File: src/rtl/ebp_pkg.sv
package ebp_pkg;
  typedef enum logic {
    ST_IDLE  = 1'b0,
    ST_DRIVE = 1'b1
  } ebp_state_e;
endpackage

File: src/rtl/ebp_devmux.sv
// Routes one of N_DEV ready flags onto the single condition line.
module ebp_devmux #(
  parameter int N_DEV = 16,
  localparam int SEL_W = $clog2(N_DEV)
) (
  input  logic [N_DEV-1:0] flags,
  input  logic [SEL_W-1:0] sel,
  output logic             cond
);
  logic [N_DEV-1:0] hit;

  genvar gi;
  generate
    for (gi = 0; gi < N_DEV; gi++) begin : g_lane
      assign hit[gi] = flags[gi] & (sel == SEL_W'(gi));
    end
  endgenerate

  assign cond = |hit;
endmodule

File: src/rtl/ebp_nextpc.sv
// Fall-through address: current address plus instruction length.
module ebp_nextpc #(
  parameter int ADDR_W = 16,
  parameter int LEN_W  = 2
) (
  input  logic [ADDR_W-1:0] pc,
  input  logic [LEN_W-1:0]  len,
  output logic [ADDR_W-1:0] fall
);
  assign fall = pc + ADDR_W'(len);
endmodule

File: src/rtl/ebp_ctrl.sv
// Sequencer: drives the selects, waits, samples the condition, resolves the address.
module ebp_ctrl
  import ebp_pkg::*;
#(
  parameter int ADDR_W     = 16,
  parameter int SEL_W      = 4,
  parameter int SETTLE_CYC = 2,
  localparam int CNT_W = (SETTLE_CYC > 1) ? $clog2(SETTLE_CYC) : 1
) (
  input  logic              clk,
  input  logic              rst,
  input  logic              start,
  input  logic [SEL_W-1:0]  dev_num,
  input  logic [ADDR_W-1:0] target,
  input  logic [ADDR_W-1:0] fall,
  input  logic              cond,
  output logic [SEL_W-1:0]  sel_out,
  output logic              busy,
  output logic              done,
  output logic              taken,
  output logic [ADDR_W-1:0] next_addr
);
  ebp_state_e        state;
  logic [CNT_W-1:0]  cnt;
  logic [ADDR_W-1:0] tgt_q;
  logic [ADDR_W-1:0] fall_q;

  always_ff @(posedge clk) begin
    if (rst) begin
      state     <= ST_IDLE;
      cnt       <= '0;
      sel_out   <= '0;
      busy      <= 1'b0;
      done      <= 1'b0;
      taken     <= 1'b0;
      next_addr <= '0;
      tgt_q     <= '0;
      fall_q    <= '0;
    end else begin
      done <= 1'b0;
      unique case (state)
        ST_IDLE: begin
          if (start) begin
            state   <= ST_DRIVE;
            sel_out <= dev_num;
            busy    <= 1'b1;
            cnt     <= CNT_W'(SETTLE_CYC - 1);
            tgt_q   <= target;
            fall_q  <= fall;
          end
        end
        ST_DRIVE: begin
          if (cnt == '0) begin
            state     <= ST_IDLE;
            sel_out   <= '0;
            busy      <= 1'b0;
            done      <= 1'b1;
            taken     <= cond;
            next_addr <= cond ? tgt_q : fall_q;
          end else begin
            cnt <= cnt - 1'b1;
          end
        end
        default: state <= ST_IDLE;
      endcase
    end
  end

  a_r3_idle_sel_zero: assert property (@(posedge clk) disable iff (rst)
    !busy |-> (sel_out == '0));

  a_r2_sel_stable: assert property (@(posedge clk) disable iff (rst)
    (busy && $past(busy)) |-> $stable(sel_out));

  a_r4_done_on_fall: assert property (@(posedge clk) disable iff (rst)
    $fell(busy) |-> done);

  a_r4_done_single: assert property (@(posedge clk) disable iff (rst)
    done |=> !done);

  a_r9_result_hold: assert property (@(posedge clk) disable iff (rst)
    !done |-> ($stable(taken) && $stable(next_addr)));
endmodule

File: src/rtl/ext_branch_poller.sv
module ext_branch_poller #(
  parameter int ADDR_W     = 16,
  parameter int WORD_W     = 16,
  parameter int LEN_W      = 2,
  parameter int N_DEV      = 16,
  parameter int SETTLE_CYC = 2,
  localparam int SEL_W = $clog2(N_DEV)
) (
  input  logic              clk,
  input  logic              rst,
  input  logic              op_valid,
  input  logic [WORD_W-1:0] op_word,
  input  logic [ADDR_W-1:0] op_pc,
  input  logic [ADDR_W-1:0] op_target,
  input  logic [LEN_W-1:0]  op_len,
  input  logic [N_DEV-1:0]  dev_ready,
  output logic              cond_line,
  output logic [SEL_W-1:0]  sel_out,
  output logic              busy,
  output logic              done,
  output logic              taken,
  output logic [ADDR_W-1:0] next_addr
);
  logic [ADDR_W-1:0] fall_w;

  ebp_nextpc #(.ADDR_W(ADDR_W), .LEN_W(LEN_W)) u_nextpc (
    .pc  (op_pc),
    .len (op_len),
    .fall(fall_w)
  );

  ebp_devmux #(.N_DEV(N_DEV)) u_mux (
    .flags(dev_ready),
    .sel  (sel_out),
    .cond (cond_line)
  );

  ebp_ctrl #(.ADDR_W(ADDR_W), .SEL_W(SEL_W), .SETTLE_CYC(SETTLE_CYC)) u_ctrl (
    .clk      (clk),
    .rst      (rst),
    .start    (op_valid),
    .dev_num  (op_word[SEL_W-1:0]),
    .target   (op_target),
    .fall     (fall_w),
    .cond     (cond_line),
    .sel_out  (sel_out),
    .busy     (busy),
    .done     (done),
    .taken    (taken),
    .next_addr(next_addr)
  );
endmodule

File: config.mk
export PLATFORM = sky130hd
export DESIGN_NAME = ext_branch_poller
export DESIGN_NICKNAME = d
export VERILOG_FILES = /design/src/rtl/ebp_pkg.sv /design/src/rtl/ebp_devmux.sv /design/src/rtl/ebp_nextpc.sv /design/src/rtl/ebp_ctrl.sv /design/src/rtl/ext_branch_poller.sv
export SDC_FILE = /design/constraint.sdc
export NUM_CORES = 1
export LEC_CHECK = 0
export BUFFER_PORTS_ARGS = -buffer_cell sky130_fd_sc_hd__clkbuf_2
export CAP_MARGIN = 15
export CORE_ASPECT_RATIO = 1.25
export CORE_MARGIN = 5
export CORE_UTILIZATION = 30
export CTS_CLUSTER_SIZE = 10
export DETAILED_ROUTE_END_ITERATION = 16
export PLACE_DENSITY = 0.58
export SYNTH_ARGS = -nofsm -noshare
export SYNTH_HDL_FRONTEND = slang
export SYNTH_HIERARCHICAL = 1
export SYNTH_SLANG_ARGS = --single-unit
File: constraint.sdc
create_clock -name clk -period 4.5 [get_ports clk]
set_clock_uncertainty 0.05 [all_clocks]
set_input_delay 0.225 -clock clk [delete_from_list [all_inputs] [get_ports clk]]
set_output_delay 0.225 -clock clk [all_outputs]
set_load 0.01 [all_outputs]
=== After elaboration in Yosys (flattened, before gate mapping) ===
Index checks and enable logic that the tools add are counted.

* Word-level logic and storage cells: 65
* Bits of input ports: 69
* Output and inout bits: 24
* Register bits: 57

* Reduce and logical (&&, ||, !) cells: 6
* $add $sub $neg: 2
* Equal/unequal tests: 17
* Mux-type cells: 13
* Bitwise operators: 18

{| class="wikitable"
|+ Operator list
! cell !! count
|-
| equality test 4 bit, second input constant || 8
|-
| adder 16 x 2 -> 16 bit || 1
|-
| bitwise AND 1 bit || 16
|-
| equality test 4 x 3 -> 1 bit, second input constant || 4
|-
| 2-to-1 mux 16 bit || 1
|-
| OR reduction 16 bit || 1
|-
| equality test 4 x 2 -> 1 bit, second input constant || 2
|-
| 2-to-1 mux 4 bit || 2
|-
| case mux 4 bit (2 select lines) || 1
|-
| 2-to-1 mux 1 bit || 6
|-
| case mux 1 bit (2 select lines) || 3
|-
| AND reduction 2 bit || 3
|-
| equality test 4 x 1 -> 1 bit, second input constant || 1
|-
| logical NOT 4 bit || 1
|-
| != test 2 bit, second input constant || 2
|-
| inverter 1 bit || 2
|-
| OR reduction 2 bit || 1
|-
| subtractor 1 bit, second input constant || 1
|}

=== Logic depth before layout (Yosys ltp) ===
* Depth in word-level cells: 4
* Depth in mapped cells: 8
* Mapped depth without buffers: 8

=== Modules after synthesis ===
The synthesis kept the hierarchy.

{| class="wikitable"
|+ Modules (own cells, without submodules)
! module !! area each (µm²) !! instances !! seq. area each (µm²) !! cells each
|-
| ebp_ctrl || 2199.6 || 1 || 1141.1 || 227
|-
| ebp_nextpc || 335.3 || 1 || 0.0 || 44
|-
| ebp_devmux || 135.1 || 1 || 0.0 || 7
|}

=== Worst setup path before layout ===
Ideal clock, no wire load.

* Path kind: flip-flop to flip-flop
* Start: register u_ctrl.sel_out[0]
* End: register u_ctrl.next_addr[10]
* Path buffers: 2
* Data required time: 4335 ps
* Setup time: 115 ps
* Stages on the path, launching flop included: 8
* Arrival: 1917 ps
* Slack: 2419 ps
* Period minus slack after synthesis: 2081 ps
* Path through: dfxtp_1 mux4_1 mux2i_1 mux2i_1 buf_4 buf_4 mux2i_1 o2bb2ai_2

* Word-level cells in the longest chain between the ends: 4
* Elaborated cells on any way between the ends: 34
* Classes of those cells: 15 x eq/ne; 1 x mux; 16 x bitwise; 2 x reduce/logical

{| class="wikitable"
|+ Ends and longest elaborated chain
! what !! RTL line !! text
|-
| start: declaration || ebp_ctrl.sv:17 || <nowiki>output logic [SEL_W-1:0] sel_out,</nowiki>
|-
| start signal: assignment || ebp_ctrl.sv:45 || <nowiki>sel_out <= dev_num;</nowiki>
|-
| equality test 4 x 1 -> 1 bit (tied with other cells) || ebp_devmux.sv:15 || <nowiki>assign hit[gi] = flags[gi] & (sel == SEL_W'(gi));</nowiki>
|-
| bitwise AND 1 bit || ebp_devmux.sv:15 ||
|-
| OR reduction 16 bit * || ebp_devmux.sv:19 || <nowiki>assign cond = |hit;</nowiki>
|-
| named net cond_line || ext_branch_poller.sv:17 || <nowiki>output logic cond_line,</nowiki>
|-
| 2-to-1 mux 16 bit * || ebp_ctrl.sv:59 || <nowiki>next_addr <= cond ? tgt_q : fall_q;</nowiki>
|-
| end signal: assignment || ebp_ctrl.sv:59 ||
|-
| end: declaration || ebp_ctrl.sv:21 || <nowiki>output logic [ADDR_W-1:0] next_addr</nowiki>
|}

Mark *: on every way through the listed nets, which the timed path passes. The rest lies on a longest branch.
A chain may end at the register's enable or synchronous reset.

=== Worst setup path in the final report ===
* Start: register u_ctrl.sel_out[0]
* End: output port cond_line

* Word-level cells in the longest chain between the ends: 3
* Elaborated cells on any way between the ends: 33
* Classes of those cells: 15 x eq/ne; 16 x bitwise; 2 x reduce/logical

{| class="wikitable"
|+ Ends and longest elaborated chain
! what !! RTL line
|-
| equality test 4 x 1 -> 1 bit (tied with other cells) || ebp_devmux.sv:15
|-
| bitwise AND 1 bit || ebp_devmux.sv:15
|-
| OR reduction 16 bit * || ebp_devmux.sv:19
|-
| end: declaration || ext_branch_poller.sv:17
|}

Every way passes the cells marked *; elsewhere a longest branch is shown, timed or not.

==> results.cfg <==
[run_status]
status = complete, no violations

[sta]
finalMaxSlewViolations = 0
layout_min_cycle_time_ns = 2.12
worst_pin_slew_ns = 0.845
fmax_mhz = 472
finalCritPeriodShare = 0.471
rsz0062_at_grt = false
setup_tns_ns = 0
hold_viol = 0
finalSetupViolCount = 0
slew-limit-headroom = 0.435

[cells_and_area]
drive_above_1_share = 0.293
layout_common_cells = 80 x clkbuf_2, 73 x nand2_1, 57 x dfxtp_1
register_area_sq_um = 1140
fill_cells = 926
final_area_sq_um = 3220
syn_to_final_growth_pct = 20.7
layout_commonest_cell = clkbuf_2
antenna_cells = 0
multi_input_area_sq_um = 1340
nets = 426

[global_routing]
overflow = 0
grt_usage = 0.124
antenna_found_initial = 0
grt_pass1_wl_um = 10400
grt_max_degree = 38
grt_pass1_vias = 2158

[floorplanning]
fp.dieH_um = 115
rows = 38
start_util = 0.307
die_w_um = 94.4
dieArea_sq_um = 10900
coreArea_sq_um = 8700
io-pin-count = 93

[pwr]
clkPwrFrac = 0.350
p_switching_uw = 299
leakage_nw = 1.37
power_switching_share = 0.266
ir_drop_mv = 0.107
p_int_uw = 823
pwr-share-comb = 0.158
pwr-share-seq = 0.492
powerDensity_nw_per_um2 = 348

[detailed_routing]
route.vias.total = 2143
wl_per_cell_um = 13.5
drt_iter0_drc = 124
drc = 0
viasPerCell = 4.48
routed_wl_um = 6450
antenna_left = 0
firstDrtPassIters = 4

[clock_network]
cts-resized-gates = 0
clockRootBuffer = clkbuf_8
insertion_delay_ns = 0.33
cts_tree = yes
post-cts-setup-buffer-count = 0
htree_num_levels = 3
cts_num_sinks = 57
cts.clk_slew.worst_paths_ns = 0.06
numCtsBuffers = 9
cts_buffer_depth = 2
cts-hold-fix-buffers = 0

[worst_hold_path]
hold_path_class = in -> reg
hold_end = u_ctrl/sel_out[1]
hp-start = op_word[1]
hold_depth = 3

[place]
globalplace.congestion = 0.725
port_buffers = 80
postPlaceCellArea_sq_um = 3070
dp_hpwl_um = 4780

[setup_path]
critPathBufInv = 1
reg2reg_from = u_ctrl/sel_out[0]
cp_data_required_time_ns = 4.22
slowest_delay_ns = 0.59
r2r_slack_ns = 2.39
r2r-end = u_ctrl/next_addr[8]
cpMaxStageDelayCell = mux4_1
crit_path_cell_trace = mux4_1 > mux2i_1 > mux2i_2 > clkbuf_2
critPathLaunchType = register
critPathArrivalTime_ns = 1.84
rr_worst_depth = 6
cp_top_family = multiplexers
worstSetupPathType = reg -> out
setup.worst_path.end_class = output port
worstPathMaxFanout = 6

[synthesis]
synthCells = 278
synth-warning-count = 6
synth_nets = 350
synth_cell_types = 35
synth_seq_cells = 57
mappedNetlistArea_sq_um = 2670
avgSynthCellArea_sq_um = 9.60
seq_area_frac_synth = 0.427

[job]
drv_cap = 0
[tightest hold or removal path: stages]
cell and delay (ns):
clkbuf_2 0.08, nand3_1 0.05, o21ai_0 0.06
[worst max-delay path by stage]
| stage | from | depth (start not counted) | slack (ns) | endpoint |
|---|---|---|---|---|
| after floorplan | u_ctrl/sel_out[0] | 7 | 2.42 | u_ctrl/next_addr[10] |
| final | u_ctrl/sel_out[0] | 4 | 2.38 | cond_line |
| after global placement | op_pc[0] | 9 | 2.38 | u_ctrl/fall_q[14] |
| after global routing | u_ctrl/sel_out[0] | 6 | 2.27 | u_ctrl/next_addr[2] |
| after CTS | u_ctrl/sel_out[0] | 4 | 2.35 | cond_line |
| after detailed placement | op_pc[0] | 9 | 2.37 | u_ctrl/fall_q[14] |
[routing by layer]
metal | track usage | vias to the layer above | part of all wire | wire, um
li1 | - | 1112 | - | -
met1 | 0.150 | 961 | 0.44 | 2870
met2 | 0.192 | 64 | 0.44 | 2870
met3 | 0.0519 | 6 | 0.097 | 623
met4 | 0.0588 | 0 | 0.013 | 87
met5 | 0 | - | 0 | 0
[cell usage after synthesis (all sizes together)]
cell type / count / area [sq um]
nor2b: 2 / 20.0
nor4: 2 / 42.5
a21oi: 35 / 186
o21a: 1 / 7.51
or2b: 1 / 11.3
xnor2: 9 / 78.8
o21ai: 4 / 20.0
mux4: 4 / 105
inv: 7 / 28.8
nand4: 3 / 25.0
clkbuf: 3 / 11.3
a21o: 1 / 7.51
and3: 1 / 6.26
nor2: 4 / 15.0
nor3: 3 / 15.0
buf: 13 / 154
fa: 1 / 20.0
a22o: 1 / 8.76
ha: 2 / 25.0
o2bb2ai: 16 / 165
mux2i: 19 / 190
nand2: 73 / 274
xor2: 5 / 43.8
nand3: 11 / 67.6
dfxtp: 57 / 1140
[sequential cells by signal, indices dropped and copies added (netlist names)]
name / count
u_ctrl/fall_q: 16
u_ctrl/next_addr: 16
u_ctrl/tgt_q: 16
u_ctrl/sel_out: 4
u_ctrl/busy: 1
u_ctrl/cnt: 1
u_ctrl/done: 1
u_ctrl/state: 1
u_ctrl/taken: 1
[metrics by stage]
| stage | std cells | power (mW) | hold WS, ns | setup WS, ns | utilization |
|---|---|---|---|---|---|
| final | 478 | 1.12 | 0.0710 | 2.38 | 0.370 |
| after global routing | 478 | 1.19 | 0.0679 | 2.27 | 0.370 |
| after CTS | 478 | 1.14 | 0.0484 | 2.35 | 0.370 |
| after detailed placement | 463 | 0.743 | 0.397 | 2.37 | 0.352 |
| after global placement | 463 | 0.739 | 0.392 | 2.38 | 0.352 |
| after floorplan | 278 | 0.693 | 0.305 | 2.42 | - |
[cell type report]
type,instances,area share
well taps,120,0.0466
inverters,7,0.00893
clock buffers,15,0.0485
repair buffers,81,0.127
multi-input cells,198,0.415
flip-flops and latches,57,0.354
[power by group through the flow]
| stage | Combinational (mW) | Clock [mW] | Sequential [mW] |
|---|---|---|---|
| after floorplan | 0.132 | 0 | 0.561 |
| after global placement | 0.177 | 0 | 0.563 |
| after detailed placement | 0.179 | 0 | 0.563 |
| after CTS | 0.181 | 0.407 | 0.553 |
| after global routing | 0.198 | 0.432 | 0.557 |
| final | 0.177 | 0.393 | 0.552 |
[cell families (layout without fill, tap and decap cells)]
kind of cell | count (synthesis) | in the layout | synth area share
simple gates | 100 | 100 | 0.179
compound gates | 58 | 58 | 0.148
flops | 57 | 57 | 0.427
mux | 23 | 23 | 0.111
buf+inv | 23 | 103 | 0.0726
xor+xnor | 14 | 14 | 0.0459
fa+ha+maj | 3 | 3 | 0.0169
No activity file was read; power rests on OpenSTA's default activity.
